--- config.mk ---
export PLATFORM = sky130hd
export DESIGN_NAME = pindir_array
export DESIGN_NICKNAME = d
export VERILOG_FILES = /design/src/rtl/pindir_pkg.sv /design/src/rtl/pindir_vreg.sv /design/src/rtl/pindir_cell.sv /design/src/rtl/pindir_array.sv
export SDC_FILE = /design/constraint.sdc
export NUM_CORES = 1
export LEC_CHECK = 0
export ABC_AREA = 1
export ABC_CLOCK_PERIOD_IN_PS = 1250
export BUFFER_PORTS_ARGS = -buffer_cell sky130_fd_sc_hd__buf_2
export CAP_MARGIN = 10
export CORE_AREA = 3 3 262 264
export CTS_BUF_LIST = sky130_fd_sc_hd__clkbuf_8
export DETAILED_ROUTE_END_ITERATION = 16
export DIE_AREA = 0 0 265 267
export RECOVER_POWER = 25
export SETUP_SLACK_MARGIN = 0.2
export SYNTH_ARGS = -nofsm -noshare
export SYNTH_HDL_FRONTEND = slang
export SYNTH_SLANG_ARGS = --single-unit
export TNS_END_PERCENT = 10
--- constraint.sdc ---
create_clock -name clk -period 1.25 [get_ports clk]
set_clock_uncertainty 0.2 [all_clocks]
set_input_delay 0.25 -clock clk [delete_from_list [all_inputs] [get_ports clk]]
set_output_delay 0.25 -clock clk [all_outputs]
set_load 0.005 [all_outputs]
--- src/rtl/pindir_pkg.sv ---
// Package: shared mode encoding for the pin direction array.
// Assumes every consumer decodes a two-bit field per pin.
package pindir_pkg;

    typedef enum logic [1:0] {
        PM_DRIVE = 2'b00,
        PM_SENSE = 2'b01,
        PM_SWING = 2'b10,
        PM_IDLE  = 2'b11
    } pin_mode_e;

    localparam int MODE_W = 2;

endpackage

--- src/rtl/pindir_vreg.sv ---
// Module: pindir_vreg
// A vector register with a load enable and a synchronous active-low reset.
// The reset value is all zeros or all ones, chosen by RST_ONES.
// Assumes rst_n is synchronous to clk.
module pindir_vreg #(
    parameter int W        = 8,
    parameter bit RST_ONES = 1'b0
) (
    input  logic         clk,
    input  logic         rst_n,
    input  logic         en,
    input  logic [W-1:0] d,
    output logic [W-1:0] q
);

    // Hold or take the new value on each edge.
    always_ff @(posedge clk) begin
        if (!rst_n)
            q <= {W{RST_ONES}};
        else if (en)
            q <= d;
    end

endmodule

--- src/rtl/pindir_cell.sv ---
// Module: pindir_cell
// Combinational direction logic for one pin.
// It decodes the mode and the per-cycle polarity into a drive enable, a pad
// value, and the bit to be captured.
// Assumes HAS_POL is 0 when no polarity bit exists for this pin. In that case
// the bidirectional code acts as idle.
module pindir_cell
    import pindir_pkg::*;
#(
    parameter bit HAS_POL = 1'b1
) (
    input  pin_mode_e mode,
    input  logic      drv_bit,
    input  logic      pol_bit,
    input  logic      pad_in_bit,
    output logic      pad_out_bit,
    output logic      pad_oe_bit,
    output logic      cap_bit
);

    logic drive;
    logic listen;

    // Decide whether this pin drives or listens in the current cycle.
    always_comb begin
        drive  = 1'b0;
        listen = 1'b0;
        case (mode)
            PM_DRIVE: drive  = 1'b1;
            PM_SENSE: listen = 1'b1;
            PM_SWING: begin
                drive  = HAS_POL &&  pol_bit;
                listen = HAS_POL && !pol_bit;
            end
            default: ;
        endcase
    end

    // Pad value is gated by the enable, and the capture bit by listening.
    always_comb begin
        pad_oe_bit  = drive;
        pad_out_bit = drive & drv_bit;
        cap_bit     = listen & pad_in_bit;
    end

endmodule

--- src/rtl/pindir_array.sv ---
// Module: pindir_array (top)
// Per-pin direction control for NUM_PINS tester pins.
// It holds the mode word, registers the stimulus vector, drives the pads
// and captures listening pins at each edge.
// Assumes POL_OFFSET < NUM_PINS. Pin i takes its bidirectional polarity from
// stimulus bit i+POL_OFFSET when that index exists.
module pindir_array
    import pindir_pkg::*;
#(
    parameter int NUM_PINS   = 96,
    parameter int POL_OFFSET = 48
) (
    input  logic                           clk,
    input  logic                           rst_n,
    input  logic                           cfg_load,
    input  logic [MODE_W*NUM_PINS-1:0]     cfg_word,
    input  logic [NUM_PINS-1:0]            stim_vec,
    input  logic [NUM_PINS-1:0]            pad_in,
    output logic [NUM_PINS-1:0]            pad_out,
    output logic [NUM_PINS-1:0]            pad_oe,
    output logic [NUM_PINS-1:0]            cap_vec
);

    localparam int CFG_W = MODE_W * NUM_PINS;

    logic [CFG_W-1:0]    cfg_q;
    logic [NUM_PINS-1:0] stim_q;
    logic [NUM_PINS-1:0] cap_d;

    // Mode word: resets to all idle, changes only under the load strobe.
    pindir_vreg #(.W(CFG_W), .RST_ONES(1'b1)) u_cfg (
        .clk(clk), .rst_n(rst_n), .en(cfg_load), .d(cfg_word), .q(cfg_q)
    );

    // Stimulus vector register: one vector per cycle.
    pindir_vreg #(.W(NUM_PINS), .RST_ONES(1'b0)) u_stim (
        .clk(clk), .rst_n(rst_n), .en(1'b1), .d(stim_vec), .q(stim_q)
    );

    // Capture register: samples listening pins every edge.
    pindir_vreg #(.W(NUM_PINS), .RST_ONES(1'b0)) u_cap (
        .clk(clk), .rst_n(rst_n), .en(1'b1), .d(cap_d), .q(cap_vec)
    );

    // One cell per pin. Pins without a polarity index get the idle variant.
    for (genvar i = 0; i < NUM_PINS; i++) begin : g_pin
        if (i + POL_OFFSET < NUM_PINS) begin : g_pol
            pindir_cell #(.HAS_POL(1'b1)) u_cell (
                .mode       (pin_mode_e'(cfg_q[MODE_W*i +: MODE_W])),
                .drv_bit    (stim_q[i]),
                .pol_bit    (stim_q[i + POL_OFFSET]),
                .pad_in_bit (pad_in[i]),
                .pad_out_bit(pad_out[i]),
                .pad_oe_bit (pad_oe[i]),
                .cap_bit    (cap_d[i])
            );
        end else begin : g_nopol
            pindir_cell #(.HAS_POL(1'b0)) u_cell (
                .mode       (pin_mode_e'(cfg_q[MODE_W*i +: MODE_W])),
                .drv_bit    (stim_q[i]),
                .pol_bit    (1'b0),
                .pad_in_bit (pad_in[i]),
                .pad_out_bit(pad_out[i]),
                .pad_oe_bit (pad_oe[i]),
                .cap_bit    (cap_d[i])
            );
        end
    end

endmodule

Yosys cells after proc, flatten, opt, wreduce, memory -nomap -nowiden
Cells that the tools add are included.
Widths: inputs -> output; s select.
- $add $sub $neg: 0
- $mul: 0
- divide/modulo/power cells: 0
- order comparisons: 0
- equality and inequality tests: 144
- shift operators: 0
- muxes and demuxes: 192
- bitwise operators: 192
- reductions and logical operators: 144
- operator list (operator ; count):
    $and 1x1->1 ; 192
    $eq 2x1->1 const B ; 96
    $logic_not 2->1 ; 96
    $pmux 1 s2 ; 96
    $eq 2x2->1 const B ; 48
    $mux 1 ; 96
    $logic_not 1->1 ; 48
- register bits: 384
- latch bits: 0
- RAM bits: 0
- ROM bits: 0
- bits of input ports: 387
- output and inout port bits: 288
- word-level logic and storage cells: 675
- memories: 0

Logic depth before layout (Yosys ltp)
- depth after elaboration: 3
- depth in mapped cells: 5
- depth with buffers taken out: 4

Cells and area by module
From an unflattened synthesis, not the netlist that was laid out.
- cell total of the unflattened synthesis: 3106
- area total of the unflattened synthesis: 20711.1 sq um
- modules (own cells, without submodules) (module ; times used ; cells each ; area each (sq um) ; sequential area each (sq um)):
    pindir_vreg (u_cap ...) ; 2 ; 608 ; 4040.1 ; 1921.8
    pindir_vreg (u_cfg) ; 1 ; 832 ; 6557.5 ; 3843.7
    pindir_cell (g_pin[0].g_pol.u_cell ...) ; 48 ; 14 ; 91.3 ; 0.0
    pindir_cell (g_pin[48].g_nopol.u_cell ...) ; 48 ; 8 ; 35.0 ; 0.0
    pindir_array ; 1 ; 2 ; 7.5 ; 0.0

Worst setup path before layout
No wires, ideal clock.
- kind: flip-flop to output port
- start: register u_cfg.q[0]
- end: output port pad_out[0]
- data arrival time: 0.849 ns
- data required time: 0.800 ns
- slack: -0.049 ns
- stages on the path, launching flop included: 6
- buffers on the path: 1
- cell sequence: dfxtp_1 inv_1 ha_1 nand2_1 a21boi_0 buf_4
- cells in the longest elaborated chain, start to end: 3
- elaborated cells on any way between the ends: 4
- those cells by class: eq/ne (1); mux (1); bitwise (1); reduce/logical (1)
- ends and longest elaborated chain (item ; RTL line ; source):
    from (decl) ; pindir_vreg.sv:13 ; output logic [W-1:0] q
    from (signal assigned) ; pindir_vreg.sv:19 ; q <= {W{RST_ONES}};
    $eq 2x2->1 / $logic_not 2->1 (equally long branches) ; pindir_cell.sv:28 ; case (mode)
    $pmux 1 s2 * ; pindir_cell.sv:28 ;
    $and 1x1->1 * ; pindir_cell.sv:42 ; pad_out_bit = drive & drv_bit;
    to (decl) ; pindir_array.sv:19 ; output logic [NUM_PINS-1:0] pad_out,
Mark *: on every way between the ends. The rest lies on a longest branch, timed or not.

Worst setup path after layout
- start: register u_cfg.q[4]
- end: output port pad_out[2]
The elaborated chain is that of the path after synthesis.

==> flow_metrics.env <==
export IMPL_min_to="u_cfg.q[1]"
export IMPL_core_um2=66800
export IMPL_maxSlewViolCount=0
export IMPL_start_kind="flip-flop"
export IMPL_final_cell_area_um2=32200
export IMPL_rsz0062_at_grt="yes"
export IMPL_cts_tree="built"
export IMPL_finalSetupViolations=672
export IMPL_pre_cts_slack_ps=-137
export IMPL_syn_nets=2873
export IMPL_synth_mux_area_share_pct=0
export IMPL_io_buffers=674
export IMPL_reg2reg_depth=12
export IMPL_grt_max_degree=51
export IMPL_critPathMaxFanout=2
export IMPL_routabilityCongestion=0.852
export IMPL_m1WireLength_um=26900
export IMPL_start_util_pct=26.9
export IMPL_detail_route_antenna_nets=0
export IMPL_clk_pin_slew_ps=60
export IMPL_cp_arrival_ps=1530
export IMPL_setup_slack_ps=-732
export IMPL_track_usage_pct=18.3
export IMPL_max_freq_mhz=505
export IMPL_criticalPathCategory="reg2out"
export IMPL_violations="hold timing, setup timing"
export IMPL_critPathRequiredTime_ps=800
export IMPL_dp_hpwl_um=46400
export IMPL_reg2reg_slack_ps=-600
export IMPL_yosys_warnings=0
export IMPL_hold_viol_final=1
export IMPL_final_nets=3991
export IMPL_wl_per_cell_um=16.0
export IMPL_synth_xor_area_share_pct=0
export IMPL_die_w_um=265
export IMPL_synth_seq_cells=384
export IMPL_vias=19000
export IMPL_status="finished, violations left"
export IMPL_dpl_instance_area_um2=23300
export IMPL_worst_slew_pin_slew_ps=711
export IMPL_ys_types=15
export IMPL_via_per_inst=4.33
export IMPL_powerDensity_nw_per_um2=1020
export IMPL_cts_root_buf="clkbuf_8"
export IMPL_drive_gt1_share_pct=55.0
export IMPL_wl_met2_um=35200
export IMPL_syn_inst=2342
export IMPL_top_layer="met5"
export IMPL_ios=675
export IMPL_rows=95
export IMPL_r2r_start="u_cfg.q[21]"
export IMPL_chipHeight_um=267
export IMPL_yosys_area_top_type="dfxtp_1"
export IMPL_grt_pass1_wl_um=103000
export IMPL_cts_inserted_buffers=71
export IMPL_grt_pass1_vias=19700
export IMPL_tns_ps=-291690
export IMPL_synth_simple_area_share_pct=24.9
export IMPL_cts_sinks=384
export IMPL_final_cell_mix="buf_2 (629), nand2_1 (596), dlygate4sd3_1 (386)"
export IMPL_final_common_cell="buf_2"
export IMPL_syn_to_final_growth_pct=79.0
export IMPL_min_delay_path_depth=5
export IMPL_synthTopCellsByArea="dfxtp_1 (43%), nand2_1 (14%), ha_1 (10%)"
export IMPL_min_from="cfg_load"
export IMPL_routed_wl_um=70100
export IMPL_final_cells=4386
export IMPL_leakagePower_nw=16.0
export IMPL_clockBufferDepth=3
export IMPL_hold_ws_ps=-6.75
export IMPL_post_route_period_util_pct=159
export IMPL_clk_latency_ps=630
export IMPL_overflow=0
export IMPL_cp_end_kind="primary output"
export IMPL_fin_crit_ps=1980
export IMPL_syn_area_um2=18000
export IMPL_avgSynthCellArea_um2=7.67
export IMPL_ir_drop_mv=0.819
export IMPL_route_met3_wl_um=4540
export IMPL_h_tree_depth=3
export IMPL_synth_compound_area_share_pct=3.34
export IMPL_synth_fa_ha_area_share_pct=10.0
export IMPL_die_area_um2=70800
export IMPL_antenna_found_initial=5
export IMPL_maxCapViolations=0
export IMPL_relSlewSlack_pct=52.5
export IMPL_hp_class="in2reg"
export IMPL_rr_endpoint="u_cap.q[10]"
export IMPL_synth_top_cell_area_share_pct=42.8
export IMPL_drc=0
export IMPL_dp_cells=3832
export IMPL_yosysSeqAreaShare_pct=42.8
export IMPL_synth_top_family_by_area="simple AND/OR/NAND/NOR gates"
export IMPL_drtIter0Drc=782
export IMPL_drtPass1Iterations=8
[cell usage after synthesis]
library cell	number
a21boi_0	48
a21oi_1	48
buf_2	56
buf_4	210
buf_6	9
clkbuf_1	2
dfxtp_1	384
ha_1	144
inv_1	384
inv_2	1
nand2_1	672
nand3_1	240
nor2_1	48
nor3_1	78
nor3_2	18
[kinds of logic (layout without fill, tap and decap cells)]
kind of cell               Yosys count  after routing
DFF                                384            384
other                                0              5
and+or+nand+nor                   1056           1056
adders and majority gates          144            144
AOI/OAI and AO/OA                   96             96
buffers and inverters              662           1828
[routing by layer]
layer	up-vias	track usage, %
met5	-	0
met4	2	10.1
met3	243	4.52
met2	791	32.6
met1	8773	19.9
li1	9202	-
[state kept, by name, summed over array words and instances, names as in the netlist]
signal    flops
u_stim.q     96
u_cfg.q     192
u_cap.q      96
[layout make-up]
| class | instances | area (µm²) |
|---|---|---|
| fill | 5879 | 34600 |
| timing repair buffer | 1322 | 9970 |
| multi-input combinational | 1296 | 9700 |
| sequential | 384 | 8170 |
| inverter | 385 | 1740 |
| clock buffer | 88 | 1210 |
| tap | 873 | 1090 |
| clock inverter | 33 | 283 |
| antenna | 5 | 12.5 |
[through the flow]
step | util (%) | power (mW)
finish | 48.2 | 32.8
global route | 48.2 | 34.4
CTS | 45.7 | 32.5
detailed placement | 34.9 | 17.9
global placement | 34.9 | 17.8
floorplan | - | 15.9
[worst max-delay path, cell delays in order (launching register included)]
cell and delay (ps):
dfxtp_2 330, inv_4 70, ha_4 140, nand2_4 50, a21boi_2 160, buf_2 150
[worst max-delay path by stage]
stage | slack (ps) | startpoint | cells after the start | end
after floorplan | 20 | u_cfg.q[0] | 5 | pad_out[0]
after detailed placement | -140 | u_cfg.q[5] | 5 | u_cap.q[2]
after global routing | -840 | u_cfg.q[4] | 5 | pad_out[2]
after global placement | -140 | rst_n | 5 | u_cap.q[62]
after CTS | -810 | u_cfg.q[10] | 5 | pad_out[5]
final | -730 | u_cfg.q[4] | 5 | pad_out[2]
[where the power goes]
group / leakage (nW) / switching, mW / total (mW) / internal, mW
sequential: 3.18 / 0.729 / 13.7 / 13.0
clock: 0.827 / 5.68 / 12.9 / 7.21
combinational: 12.0 / 2.84 / 6.20 / 3.36
[repair_timing]
item | 4_1_cts | 5_1_grt
hold endpoints to repair | 384 | 61
pin swaps | 100 | 108
setup buffers | 22 | 18
gates resized for setup | 576 | 393
hold buffers | 386 | 2
setup endpoints to repair | 339 | 672
cloned | 0 | 0
No activity file was read; power rests on OpenSTA's default activity.
